$ cat config.mk
export PLATFORM = sky130hd
export DESIGN_NAME = spr_move_stage
export DESIGN_NICKNAME = d
export VERILOG_FILES = /design/src/rtl/spr_move_pkg.sv /design/src/rtl/spr_move_xer_fmt.sv /design/src/rtl/spr_move_read_mux.sv /design/src/rtl/spr_move_write_route.sv /design/src/rtl/spr_move_stage.sv
export SDC_FILE = /design/constraint.sdc
export NUM_CORES = 1
export LEC_CHECK = 0
export CAP_MARGIN = 30
export CORE_AREA = 5 5 200 202
export DETAILED_ROUTE_END_ITERATION = 10
export DIE_AREA = 0 0 205 207
export GPL_TIMING_DRIVEN = 0
export PLACE_DENSITY = 0.48
export SYNTH_ARGS = -nofsm -noshare
export SYNTH_HDL_FRONTEND = slang
export SYNTH_SLANG_ARGS = --single-unit
$ cat constraint.sdc
create_clock -name vclk -period 1.35
set_input_delay 0.27 -clock vclk [all_inputs]
set_output_delay 0.27 -clock vclk [all_outputs]
set_load 0.01 [all_outputs]
$ cat src/rtl/spr_move_pkg.sv
package spr_move_pkg;
  localparam int XLEN   = 64;
  localparam int CTX_W  = 16;
  localparam int IDX_W  = 7;
  localparam int HALF   = XLEN / 2;

  typedef enum logic [1:0] {
    OP_IDLE = 2'd0,
    OP_MFS  = 2'd1,
    OP_MTS  = 2'd2,
    OP_RSVD = 2'd3
  } op_kind_t;

  typedef enum logic [2:0] {
    CLS_NONE = 3'd0,
    CLS_XER  = 3'd1,
    CLS_FAST = 3'd2,
    CLS_SLOW = 3'd3,
    CLS_TB   = 3'd4,
    CLS_TBU  = 3'd5
  } spr_class_t;

  localparam int XB_SO   = 31;
  localparam int XB_OV   = 30;
  localparam int XB_CA   = 29;
  localparam int XB_OV32 = 19;
  localparam int XB_CA32 = 18;
endpackage

$ cat src/rtl/spr_move_xer_fmt.sv
module spr_move_xer_fmt
  import spr_move_pkg::*;
#(
  parameter int W = XLEN
) (
  input  logic         so_in,
  input  logic [1:0]   ov_in,
  input  logic [1:0]   ca_in,
  output logic [W-1:0] packed_out,
  input  logic [W-1:0] word_in,
  output logic         so_out,
  output logic [1:0]   ov_out,
  output logic [1:0]   ca_out
);
  always_comb begin
    packed_out          = '0;
    packed_out[XB_SO]   = so_in;
    packed_out[XB_OV]   = ov_in[0];
    packed_out[XB_CA]   = ca_in[0];
    packed_out[XB_OV32] = ov_in[1];
    packed_out[XB_CA32] = ca_in[1];
  end

  always_comb begin
    so_out = word_in[XB_SO];
    ov_out = {word_in[XB_OV32], word_in[XB_OV]};
    ca_out = {word_in[XB_CA32], word_in[XB_CA]};
  end
endmodule

$ cat src/rtl/spr_move_read_mux.sv
module spr_move_read_mux
  import spr_move_pkg::*;
#(
  parameter int W = XLEN
) (
  input  logic [2:0]   cls,
  input  logic [W-1:0] xer_word,
  input  logic [W-1:0] fast_rd,
  input  logic [W-1:0] slow_rd,
  input  logic [W-1:0] tb_in,
  output logic [W-1:0] result
);
  localparam int H = W / 2;

  always_comb begin
    unique case (cls)
      CLS_XER:  result = xer_word;
      CLS_FAST: result = fast_rd;
      CLS_SLOW: result = slow_rd;
      CLS_TB:   result = tb_in;
      CLS_TBU:  result = {{(W-H){1'b0}}, tb_in[W-1:H]};
      default:  result = '0;
    endcase
  end
endmodule

$ cat src/rtl/spr_move_write_route.sv
module spr_move_write_route
  import spr_move_pkg::*;
(
  input  logic [1:0] op,
  input  logic [2:0] cls,
  output logic       gpr_we,
  output logic       fast_we,
  output logic       slow_we,
  output logic       xer_we
);
  logic is_mfs, is_mts;

  always_comb begin
    is_mfs  = (op == OP_MFS);
    is_mts  = (op == OP_MTS);
    gpr_we  = is_mfs;
    fast_we = is_mts && (cls == CLS_FAST);
    slow_we = is_mts && (cls == CLS_SLOW);
    xer_we  = is_mts && (cls == CLS_XER);
  end
endmodule

$ cat src/rtl/spr_move_stage.sv
module spr_move_stage
  import spr_move_pkg::*;
#(
  parameter int W   = XLEN,
  parameter int CW  = CTX_W,
  parameter int IW  = IDX_W
) (
  input  logic [1:0]    op_kind,
  input  logic [2:0]    spr_class,
  input  logic [IW-1:0] slow_idx_in,
  input  logic [CW-1:0] ctx_in,
  input  logic [W-1:0]  gpr_in,
  input  logic [W-1:0]  fast_rd,
  input  logic [W-1:0]  slow_rd,
  input  logic [W-1:0]  tb_in,
  input  logic          xer_so_in,
  input  logic [1:0]    xer_ov_in,
  input  logic [1:0]    xer_ca_in,
  output logic [CW-1:0] ctx_out,
  output logic [W-1:0]  gpr_out,
  output logic          gpr_we,
  output logic [W-1:0]  fast_wd,
  output logic          fast_we,
  output logic [W-1:0]  slow_wd,
  output logic          slow_we,
  output logic [IW-1:0] slow_idx_out,
  output logic          xer_so_out,
  output logic          xer_so_we,
  output logic [1:0]    xer_ov_out,
  output logic          xer_ov_we,
  output logic [1:0]    xer_ca_out,
  output logic          xer_ca_we
);
  logic [W-1:0] xer_word;
  logic         xer_we;

  spr_move_xer_fmt #(.W(W)) u_xer (
    .so_in      (xer_so_in),
    .ov_in      (xer_ov_in),
    .ca_in      (xer_ca_in),
    .packed_out (xer_word),
    .word_in    (gpr_in),
    .so_out     (xer_so_out),
    .ov_out     (xer_ov_out),
    .ca_out     (xer_ca_out)
  );

  spr_move_read_mux #(.W(W)) u_rd (
    .cls      (spr_class),
    .xer_word (xer_word),
    .fast_rd  (fast_rd),
    .slow_rd  (slow_rd),
    .tb_in    (tb_in),
    .result   (gpr_out)
  );

  spr_move_write_route u_wr (
    .op      (op_kind),
    .cls     (spr_class),
    .gpr_we  (gpr_we),
    .fast_we (fast_we),
    .slow_we (slow_we),
    .xer_we  (xer_we)
  );

  assign ctx_out      = ctx_in;
  assign fast_wd      = gpr_in;
  assign slow_wd      = gpr_in;
  assign slow_idx_out = slow_idx_in;
  assign xer_so_we    = xer_we;
  assign xer_ov_we    = xer_we;
  assign xer_ca_we    = xer_we;
endmodule

==> impl_metrics.ini <==
[outcome]
status = finished, violations left
violations = setup timing

[cells_and_area]
n_clock_buffer = 0
drive_gt1_frac = 0.474
multi_input_comb_area_um2 = 2180
fin_util = 0.244
antenna_cells = 0
nets = 1169
seq_cell_count = 0
areaGrowthSynthToFinish_pct = 210
final_cells = 1396
fillers = 4162
seqCellArea_um2 = 0

[timing]
fmax_mhz = 596
fin_crit_ns = 1.68
fin_crit_sh = 1.24
worst_pin_slew_ns = 0.390
hold_violations = 0
setup_violations = 69
worst_slack_ns = -0.329
setup_tns_ns = -17.20
slew_headroom = 0.740
rsz0062_at_grt = true
slew_viol_final = 0

[power_and_ir_drop]
p_leak_nw = 4.13
ir_drop_mv = 0.121
p_per_area_nw_per_um2 = 330
total_power_mw = 3.07

[worst_hold_path]
hold_class = input pin to output port
holdPathStages = 3

[worst_setup_path]
critPathSlowestCell = buf_16
worstPathCellList = buf_16 > buf_16 > buf_4 > buf_12 > buf_4 > mux2i_1 > o22ai_1 > buf_2
crit_required_ns = 1.08
cp_max_fo = 8
critPathCapture = gpr_out[28]
crit_type = input pin to output port
crit_start = spr_class[0]
crit_path_end_kind = output port
max_stage_delay_ns = 0.17
cp_data_arrival_time_ns = 1.41
cp-start-kind = input pin

[route]
met1Wirelength_mm = 10.0
wire_per_inst_um = 19.0
drc_errors = 0
viasPerCell = 3.26
wl_met3_mm = 2.40
first_pass_iters = 4
drt_iter0_drc = 116
ant_nets = 0
num_vias = 4556
drt-total-wl_mm = 26.5
wl_met2_mm = 13.8
topRoutingLayerUsed = met4

[yosys]
yosysTopAreaCellShare = 0.414
ys_top_cells_by_area = buf_4 (41%), mux2i_1 (32%), o22ai_1 (6.7%)
syn_inst = 390
yosys-top-cells-count = buf_4 (166), mux2i_1 (96), nand2_1 (32), o22ai_1 (32), o21ai_1 (29)
synth_cell_types = 21
ys_warn_count = 0
post-synth-top-count-cell = buf_4
yosysSeqAreaShare = 0
syn-num-nets = 679
yosys.area.top_type = buf_4
syn_area_um2 = 3010
syn_area_per_cell_um2 = 7.71

[global_route]
track_usage = 0.112
grt_max_degree = 11
antenna_found_initial = 1
grt_pass1_vias = 5043
gr-total-overflow = 0
grt_pass1_wl_mm = 35.3

[die]
coreArea_um2 = 38100
io_pins = 515
num_rows = 72
die-area_um2 = 42400
chipHeight_um = 207
start_util = 0.0789
die-width_um = 205

[placed_design]
place_hpwl_mm = 21.6
placedCellCount = 1335
port_buffers = 427
gp_congestion = 0.742

[clocking]
cts_hold_buf = 0

[flow_run]
maxCapViolCount = 0
## cell type report
cell class         instances  share of cell area
plain buffers            180               0.173
inverters                  1            0.000403
multi-input cells        206               0.234
well taps                518              0.0696
repair buffers           491               0.523
## critical path, delay by kind of cell
kind                   cells  cell delay [ns]
buffers and inverters      6             0.87
multiplexers               1             0.11
AO/OA/AOI/OAI              1             0.14
## power by group
| part | switching (mW) | internal [mW] | total, mW |
|---|---|---|---|
| logic | 1.13 | 1.94 | 3.07 |
| registers | 0 | 0 | 0 |
| clock network | 0 | 0 | 0 |
## logic make-up after synthesis
| family | synth area share |
|---|---|
| and+or+nand+nor | 0.0678 |
| buffers and inverters | 0.478 |
| AOI/OAI and AO/OA | 0.134 |
| muxes | 0.319 |
## metal layers
layer / GRT usage / vias to the layer above
li1: - / 2194
met1: 0.127 / 2062
met2: 0.219 / 292
met3: 0.0264 / 8
met4: 0.00970 / 0
met5: 0 / -
## placed cells by master, fill, tap and decap left out, drive strengths merged
cell type,n
nor2,1
mux2i,96
a31o,5
clkdlybuf4s50,343
nand2b,3
clkbuf,4
nor2b,1
nor3b,1
nand2,32
dlygate4sd2,12
clkdlybuf4s15,1
o21ai,32
buf,311
nor4,2
nor4b,1
inv,1
o22ai,32
## repair_timing
action,4_1_cts,5_1_grt
gates resized for setup,474,71
setup buffers,37,18
pin swaps,21,25
setup endpoints to repair,70,69
gates cloned,8,2
hold endpoints to repair,0,0
## worst min path at each step
stage	start	to	slack (ns)
detailed placement	gpr_in[33]	fast_wd[33]	1.11
global placement	gpr_in[40]	fast_wd[40]	1.11
global route	spr_class[2]	xer_ca_we	0.86
CTS	spr_class[2]	xer_ca_we	0.87
finish	spr_class[2]	xer_ca_we	0.84
floorplan	spr_class[2]	xer_ca_we	0.57
## per-stage QoR
stage          area, um^2  setup WS, ns  hold slack (ns)
2_1_floorplan        3020        0.0104            0.571
3_3_place_gp         7950         -1.65             1.11
3_5_place_dp         7950         -1.70             1.11
4_1_cts              8840        -0.371            0.867
5_1_grt              9320        -0.399            0.860
6_report             9320        -0.329            0.844
No activity file was read; power rests on OpenSTA's default activity.
